`config.mk`:
```
export PLATFORM = sky130hd
export DESIGN_NAME = decq_top
export DESIGN_NICKNAME = d
export VERILOG_FILES = /design/src/rtl/decq_pkg.sv /design/src/rtl/decq_ctrl.sv /design/src/rtl/decq_store.sv /design/src/rtl/decq_top.sv
export SDC_FILE = /design/constraint.sdc
export NUM_CORES = 1
export LEC_CHECK = 0
export ABC_CLOCK_PERIOD_IN_PS = 1700
export BUFFER_PORTS_ARGS = -buffer_cell sky130_fd_sc_hd__buf_2
export CAP_MARGIN = 30
export CORE_AREA = 2 2 66 68
export CTS_BUF_LIST = sky130_fd_sc_hd__clkbuf_16
export CTS_CLUSTER_SIZE = 8
export DETAILED_ROUTE_END_ITERATION = 12
export DIE_AREA = 0 0 68 70
export PLACE_DENSITY = 0.64
export SLEW_MARGIN = 20
export SYNTH_ARGS = -nofsm -noshare
export SYNTH_HDL_FRONTEND = slang
export SYNTH_SLANG_ARGS = --single-unit
```
`constraint.sdc`:
```
create_clock -name clk -period 1.7 [get_ports clk]
set_input_delay 0.34 -clock clk [delete_from_list [all_inputs] [get_ports clk]]
set_output_delay 0.34 -clock clk [all_outputs]
set_load 0.02 [all_outputs]
```
`src/rtl/decq_pkg.sv`:
```
package decq_pkg;

    parameter int unsigned DECQ_MIN_DEPTH = 2;

    typedef enum logic [1:0] {
        OCC_EMPTY   = 2'd0,
        OCC_PARTIAL = 2'd1,
        OCC_FULL    = 2'd2
    } occ_e;

endpackage

```
`src/rtl/decq_ctrl.sv`:
```
module decq_ctrl
    import decq_pkg::*;
#(
    parameter int unsigned DEPTH = 2,
    localparam int unsigned PTR_W = (DEPTH > 1) ? $clog2(DEPTH) : 1,
    localparam int unsigned CNT_W = $clog2(DEPTH + 1)
) (
    input  logic             clk,
    input  logic             rst,
    input  logic             push_valid,
    input  logic             pop_ready,
    output logic             push_ready,
    output logic             pop_valid,
    output logic             wr_en,
    output logic [PTR_W-1:0] wr_ptr,
    output logic [PTR_W-1:0] rd_ptr
);

    localparam logic [CNT_W-1:0] CNT_FULL = CNT_W'(DEPTH);
    localparam logic [PTR_W-1:0] PTR_LAST = PTR_W'(DEPTH - 1);

    typedef struct packed {
        logic [PTR_W-1:0] wr_ptr;
        logic [PTR_W-1:0] rd_ptr;
        logic [CNT_W-1:0] cnt;
    } state_t;

    state_t st_d, st_q;
    occ_e   occ;
    logic   push, pop;

    function automatic logic [PTR_W-1:0] ptr_step(input logic [PTR_W-1:0] p);
        return (p == PTR_LAST) ? '0 : p + 1'b1;
    endfunction

    // Flags come only from registered occupancy
    always_comb begin
        if (st_q.cnt == '0)           occ = OCC_EMPTY;
        else if (st_q.cnt == CNT_FULL) occ = OCC_FULL;
        else                          occ = OCC_PARTIAL;
    end

    assign push_ready = (occ != OCC_FULL);
    assign pop_valid  = (occ != OCC_EMPTY);

    always_comb begin
        st_d = st_q;
        push = push_valid & push_ready;
        pop  = pop_ready & pop_valid;
        if (push) st_d.wr_ptr = ptr_step(st_q.wr_ptr);
        if (pop)  st_d.rd_ptr = ptr_step(st_q.rd_ptr);
        unique case ({push, pop})
            2'b10:   st_d.cnt = st_q.cnt + 1'b1;
            2'b01:   st_d.cnt = st_q.cnt - 1'b1;
            default: st_d.cnt = st_q.cnt;
        endcase
        if (rst) st_d = '0;
    end

    always_ff @(posedge clk) begin
        st_q <= st_d;
    end

    assign wr_en  = push;
    assign wr_ptr = st_q.wr_ptr;
    assign rd_ptr = st_q.rd_ptr;

    AST_NO_OVERFLOW: assert property (@(posedge clk) disable iff (rst)
        st_q.cnt <= CNT_FULL);

    AST_PUSH_GROWS: assert property (@(posedge clk) disable iff (rst)
        (push_valid && push_ready && !(pop_ready && pop_valid))
        |=> st_q.cnt == $past(st_q.cnt) + 1'b1);

    AST_BOTH_HOLD: assert property (@(posedge clk) disable iff (rst)
        (push_valid && push_ready && pop_ready && pop_valid)
        |=> st_q.cnt == $past(st_q.cnt));

    AST_EMPTY_POP_IDLE: assert property (@(posedge clk) disable iff (rst)
        (!pop_valid && !push_valid) |=> !pop_valid);

    AST_RESET_EMPTY: assert property (@(posedge clk)
        rst |=> (!pop_valid && push_ready));

endmodule

```
`src/rtl/decq_store.sv`:
```
module decq_store #(
    parameter int unsigned WIDTH = 16,
    parameter int unsigned DEPTH = 2,
    parameter int unsigned PTR_W = 1
) (
    input  logic             clk,
    input  logic             rst,
    input  logic             wr_en,
    input  logic [PTR_W-1:0] wr_ptr,
    input  logic [WIDTH-1:0] wr_data,
    input  logic [PTR_W-1:0] rd_ptr,
    output logic [WIDTH-1:0] rd_data
);

    logic [WIDTH-1:0] slot_d [DEPTH];
    logic [WIDTH-1:0] slot_q [DEPTH];

    always_comb begin
        for (int i = 0; i < DEPTH; i++) begin
            slot_d[i] = (wr_en && (wr_ptr == PTR_W'(i))) ? wr_data : slot_q[i];
        end
    end

    always_ff @(posedge clk) begin
        for (int i = 0; i < DEPTH; i++) begin
            slot_q[i] <= slot_d[i];
        end
    end

    assign rd_data = slot_q[rd_ptr];

    AST_WRITE_LANDS: assert property (@(posedge clk) disable iff (rst)
        wr_en |=> slot_q[$past(wr_ptr)] == $past(wr_data));

endmodule

```
`src/rtl/decq_top.sv`:
```
module decq_top
    import decq_pkg::*;
#(
    parameter int unsigned WIDTH = 16,
    parameter int unsigned DEPTH = 2
) (
    input  logic             clk,
    input  logic             rst,
    input  logic             in_valid,
    output logic             in_ready,
    input  logic [WIDTH-1:0] in_data,
    output logic             out_valid,
    input  logic             out_ready,
    output logic [WIDTH-1:0] out_data
);

    localparam int unsigned PTR_W = (DEPTH > 1) ? $clog2(DEPTH) : 1;

    generate
        if (DEPTH < DECQ_MIN_DEPTH) begin : g_depth_bad
            $error("decq_top: DEPTH must be at least 2");
        end
    endgenerate

    logic             wr_en;
    logic [PTR_W-1:0] wr_ptr;
    logic [PTR_W-1:0] rd_ptr;

    decq_ctrl #(
        .DEPTH(DEPTH)
    ) i_ctrl (
        .clk       (clk),
        .rst       (rst),
        .push_valid(in_valid),
        .pop_ready (out_ready),
        .push_ready(in_ready),
        .pop_valid (out_valid),
        .wr_en     (wr_en),
        .wr_ptr    (wr_ptr),
        .rd_ptr    (rd_ptr)
    );

    decq_store #(
        .WIDTH(WIDTH),
        .DEPTH(DEPTH),
        .PTR_W(PTR_W)
    ) i_store (
        .clk    (clk),
        .rst    (rst),
        .wr_en  (wr_en),
        .wr_ptr (wr_ptr),
        .wr_data(in_data),
        .rd_ptr (rd_ptr),
        .rd_data(out_data)
    );

    AST_HEAD_HELD: assert property (@(posedge clk) disable iff (rst)
        (out_valid && !out_ready) |=> (out_valid && $stable(out_data)));

endmodule

```
Word level (Yosys, flattened, before mapping)

Memory sizes are Yosys's and may differ from the RTL's. A register that Yosys moved wholly into a read port is not among the register bits.
Cells that the tools add are included.

Add/sub/neg operators: 4
Multipliers: 0
Div/mod/pow operators: 0
Magnitude comparators: 0
Equal/unequal tests: 6
Shifts and indexed selects: 0
Mux-type cells: 12
Bitwise operators: 3
Reductions and logical operators: 6

Operator list:

| cell                                                 | number |
|---|---|
| 2-to-1 mux 16 bit                                    | 3 |
| OR reduction 16 bit                                  | 1 |
| 2-to-1 mux 1 bit                                     | 6 |
| equality test 2 bit (second input constant)          | 2 |
| 2-to-1 mux 2 bit                                     | 2 |
| case mux 2 bit (2 select lines)                      | 1 |
| nonzero test 2 bit                                   | 2 |
| adder 1 bit (second input constant)                  | 2 |
| adder 2 x 1 -> 2 bit (second input constant)         | 1 |
| AND 1 bit                                            | 2 |
| equality test 2 x 1 -> 1 bit (second input constant) | 1 |
| logical AND 1 bit                                    | 2 |
| logical NOT 2 bit                                    | 1 |
| != test 1 bit (second input constant)                | 2 |
| != test 2 bit (second input constant)                | 1 |
| subtractor 2 x 1 -> 2 bit (second input constant)    | 1 |
| NOT 1 bit                                            | 1 |

Bits in registers: 4
Bits in latches: 0
Bits in writable memories: 32
Memory bits (read-only): 0
Input bits: 20
Output and inout port bits: 18
Logic and storage cells: 35
Memories: 1

Memories:

| name           | words | bits a word | read ports | clocked after memory_dff | wr ports | line             | source |
|---|---|---|---|---|---|---|---|
| i_store.slot_q | 2     | 16          | 1          | 1                        | 1        | decq_store.sv:16 | `logic [WIDTH-1:0] slot_q [DEPTH];` |

Depth between registers and ports, before layout

Depth in word-level cells: 9
Gate-level depth with buffers: 6
Mapped depth without buffers: 6

Modules after synthesis

Synthesis repeated with hierarchy kept, for this count alone.

Cells, all modules: 75
Area total of the unflattened synthesis: 1417.6 um^2

By module, submodules not included:

| module     | instances | cells an instance | area an instance (um^2) | sequential area each (um^2) |
|---|---|---|---|---|
| decq_store | 1         | 52                | 1222.4                  | 960.9 |
| decq_ctrl  | 1         | 23                | 195.2                   | 80.1 |

Worst setup path before layout

OpenSTA, ideal clock, no wires.

Path type: reg2reg
Start point: register i_ctrl.st_q[0] (netlist bit)
End point: register i_ctrl.st_q[1] (netlist bit)
Setup time: 0.070 ns
Arrival: 1.552 ns
Setup slack: 0.078 ns
Stages on the path, launching flop included: 6
Cells stage by stage: dfxtp_1 nand2b_1 nand2_1 ha_1 or3_1 a21oi_1

Word-level cells in the longest chain between the ends: 7
Elaborated cells on any way between the ends: 14
Classes of those cells: add/sub: 2; eq/ne: 4; mux: 3; bitwise: 2; reduce/logical: 3

Ends and longest elaborated chain:

| item                                                                         | line            | source |
|---|---|---|
| start, declared                                                              | decq_ctrl.sv:28 | `state_t st_d, st_q;` |
| start signal, assigned                                                       | decq_ctrl.sv:61 | `st_q <= st_d;` |
| equality test 2 bit                                                          | decq_ctrl.sv:39 | `else if (st_q.cnt == CNT_FULL) occ = OCC_FULL;` |
| 2-to-1 mux 2 bit                                                             | decq_ctrl.sv:39 |  |
| 2-to-1 mux 2 bit *                                                           | decq_ctrl.sv:38 | `if (st_q.cnt == '0) occ = OCC_EMPTY;` |
| != test 2 bit *                                                              | decq_ctrl.sv:43 | `assign push_ready = (occ != OCC_FULL);` |
| via in_ready                                                                 | decq_top.sv:10  | `output logic in_ready,` |
| AND 1 bit *                                                                  | decq_ctrl.sv:48 | `push = push_valid & push_ready;` |
| equality test 2 x 1 -> 1 bit / equality test 2 bit (equally long branches)   | decq_ctrl.sv:52 | `unique case ({push, pop})` |
| case mux 2 bit (2 select lines) / nonzero test 2 bit (equally long branches) | n/a             |  |

Mark *: on every way through the listed nets, which the timed path passes. The rest lies on a longest branch.
A chain may end at the register's enable or synchronous reset.

==> impl_metrics.ini <==
[clock_tree]
ctsHoldBuffers = 0
clockRootBuffer = clkbuf_16
cts_tree = done
clock_sinks = 37
cts.path.max_buffers = 2
clock_latency_ns = 0.27
numCtsBuffers = 5
path_clk_slew_ns = 0.05
cts_htree_levels = 2

[sta]
hold_violations = 0
setup_viol = 0
setup_tns_ns = 0
min_period_over_period_pct = 95.70
slew_violations = 0
slew_headroom_pct = 84.97
worst_pin_slew_ns = 0.2255
timing.hold.ws_ns = 0.2581
finalCriticalPeriod_ns = 1.627
fmax_ghz = 0.6147
fin_skew_ns = 0.003838
rsz0062_at_grt = false

[drt]
drtIter0Drc = 36
wl_per_cell_um = 13.44
wl_mm = 2.338
vias = 776
postRouteAntennaNets = 0
firstDrtPassIters = 3
drc = 0
viasPerCell = 4.460

[setup_path]
crit_buf_inv = 2
ff2ff_setup_slack_ns = 0.16
slowest_delay_ns = 0.34
cp-end-kind = output port
crit_chain = buf_4 > mux2_2 > buf_2
slowest_stage = mux2_2
rr_worst_depth = 5
r2r_end = i_ctrl.st_q[1]$_SDFFE_PP0P_
crit-reg2reg-launch = i_ctrl.st_q[0]$_SDFFE_PP0P_
worst_ep_arrival_time_ns = 1.29
crit_family = multiplexers
crit_type = register to output port
cp.required_ns = 1.36
critPathLaunchType = register
path_max_fanout = 9

[synthesis]
synth_area_mm2 = 0.001374
ys_seq_area_share_pct = 77.23
synth_edf_count = 32
synth_cell_types = 19
synth_nets = 95
yosys.area.top_type = edfxtp_1
yosys.cell_count.top_type = edfxtp_1
synth_area_leaders = edfxtp_1 70%, mux2_2 13%, dfxtp_1 7.3%, xnor2_1 1.3%, ha_1 0.91%
ys_ff_latch = 37
yosys_warnings = 0
syn_inst = 74
synthFlopType = edfxtp_1
async_reset_ff_share_pct = 0
synth_top_area_share_pct = 69.95
synth_common_cells = 32 x edfxtp_1, 16 x mux2_2, 5 x dfxtp_1, 3 x nor2_1
postSynthAreaPerCell_um2 = 18.57

[place]
place.gp.congestion = 0.6538
dpl.hpwl_mm = 1.689
dp_cells = 166
portBuffers = 37

[die]
die_x_um = 68
fp-row-count = 24
dieHeight_um = 70
start_util_pct = 33.15
core_area_mm2 = 0.004144
die-area_mm2 = 0.004760
ios = 38

[finish]
antenna_cells = 0
syn_to_final_growth_pct = 30.51
multi_input_area_um2 = 301.5
nets = 142
drive_above_1_share_pct = 55.74
fillCellCount = 386
layout.area.seq_mm2 = 0.001062
fin_cells = 174

[grt]
grt_pass1_wl_mm = 3.539
grt_max_degree = 17
grt_pass1_vias = 827
gr-usage-all-layers_pct = 10.95
grt-ovfl-total = 0
antenna_found_initial = 0

[pwr]
clockPowerShare_pct = 27.9
ir_drop_uv = 630.4
p_int_mw = 2.088
switching_share_pct = 29.48
p_leak_nw = 0.6962
netSwitchingPower_uw = 872.6
p_comb_share_pct = 30.7
pwr-share-seq_pct = 41.4
cellPowerDensity_mw_per_mm2 = 1651

[worst_hold_path]
min_path_type = input pin to register
hold_depth = 1
hp-start = in_data[15]
hold_end = i_store.slot_q[1][15]$_DFFE_PP_

[run_status]
status = complete, no violations

[run]
cap_viol_max_count = 0
==> cells in the final DEF (no fill, tap or decap), types with 2 or more instances in the layout <==
cell	synthesis	final
edfxtp_1	32	32
mux2_2	16	16
buf_4	0	5
buf_2	2	37
xnor2_1	2	2
a21oi_1	2	2
clkbuf_16	0	5
dfxtp_1	5	4
clkinv_1	0	2
nor2_1	3	3
==> worst max-delay path by stage <==
stage                           startpoint                           to  slack (ns)  cells after the start
3_5_place_dp   i_ctrl.st_q[0]$_SDFFE_PP0P_  i_ctrl.st_q[1]$_SDFFE_PP0P_        0.10                      5
6_report                          register                  out_data[3]        0.07                      3
3_3_place_gp   i_ctrl.st_q[0]$_SDFFE_PP0P_  i_ctrl.st_q[1]$_SDFFE_PP0P_        0.21                      5
5_1_grt                           register                 out_data[14]        0.02                      3
2_1_floorplan  i_ctrl.st_q[0]$_SDFFE_PP0P_  i_ctrl.st_q[1]$_SDFFE_PP0P_        0.08                      5
4_1_cts                           register                  out_data[6]        0.05                      3
==> per-layer routing <==
metal,wire (µm),track usage (%),vias up
met5,0,0,-
met4,21,5.333,0
met3,152,6.280,2
met2,1344,19.96,24
met1,819,8.761,377
li1,-,-,373
==> stage by stage <==
step	power [mW]	setup slack [ns]	util (%)	area, µm²
after floorplan	1.847	0.07836	-	1374
after global placement	2.110	0.2069	39.86	1652
after detailed placement	2.151	0.1003	39.86	1652
after CTS	3.001	0.04910	43.18	1789
after global routing	3.128	0.01927	43.27	1793
final	2.960	0.07314	43.27	1793
==> cell type report <==
cell class                 count  share of cell area (%)
multi-input combinational     34                   16.82
sequential                    37                   59.25
clock inverter                 3                  0.6978
tap                           52                   3.629
timing repair buffer          42                   12.42
inverter                       1                  0.2094
clock buffer                   5                   6.978
==> what timing repair did <==
action,4_1_cts,5_1_grt
setup buffers,0,0
setup endpoints to repair,0,1
gates resized for setup,0,2
hold endpoints to repair,0,0
==> worst register-to-register path, stage by stage, from the launching register on <==
cell,delay (ns)
dfxtp_2,0.37
nand2b_2,0.17
nand2_1,0.07
ha_1,0.33
or3_1,0.40
a21oi_1,0.14
==> power by group through the flow <==
stage	sequential (mW)	clock, mW	combinational (mW)
after floorplan	1.22	0	0.630
after global placement	1.23	0	0.885
after detailed placement	1.24	0	0.912
after CTS	1.22	0.852	0.926
after global routing	1.24	0.898	0.991
final	1.23	0.826	0.908
==> flip-flops by register name, summed over array words and instances (netlist names), named ones only <==
signal          count
i_ctrl.st_q         2
i_store.slot_q     32
i_ctrl.rd_ptr       1
i_ctrl.wr_ptr       1
==> logic make-up after synthesis <==
kind of cell,count (synthesis),synth area share (%)
xor+xnor,3,1.913
flops,37,77.23
compound gates,5,2.368
simple gates,9,3.462
mux,16,13.11
buf+inv,3,1.002
fa+ha+maj,1,0.9106
(Power assumes the default switching activity.)
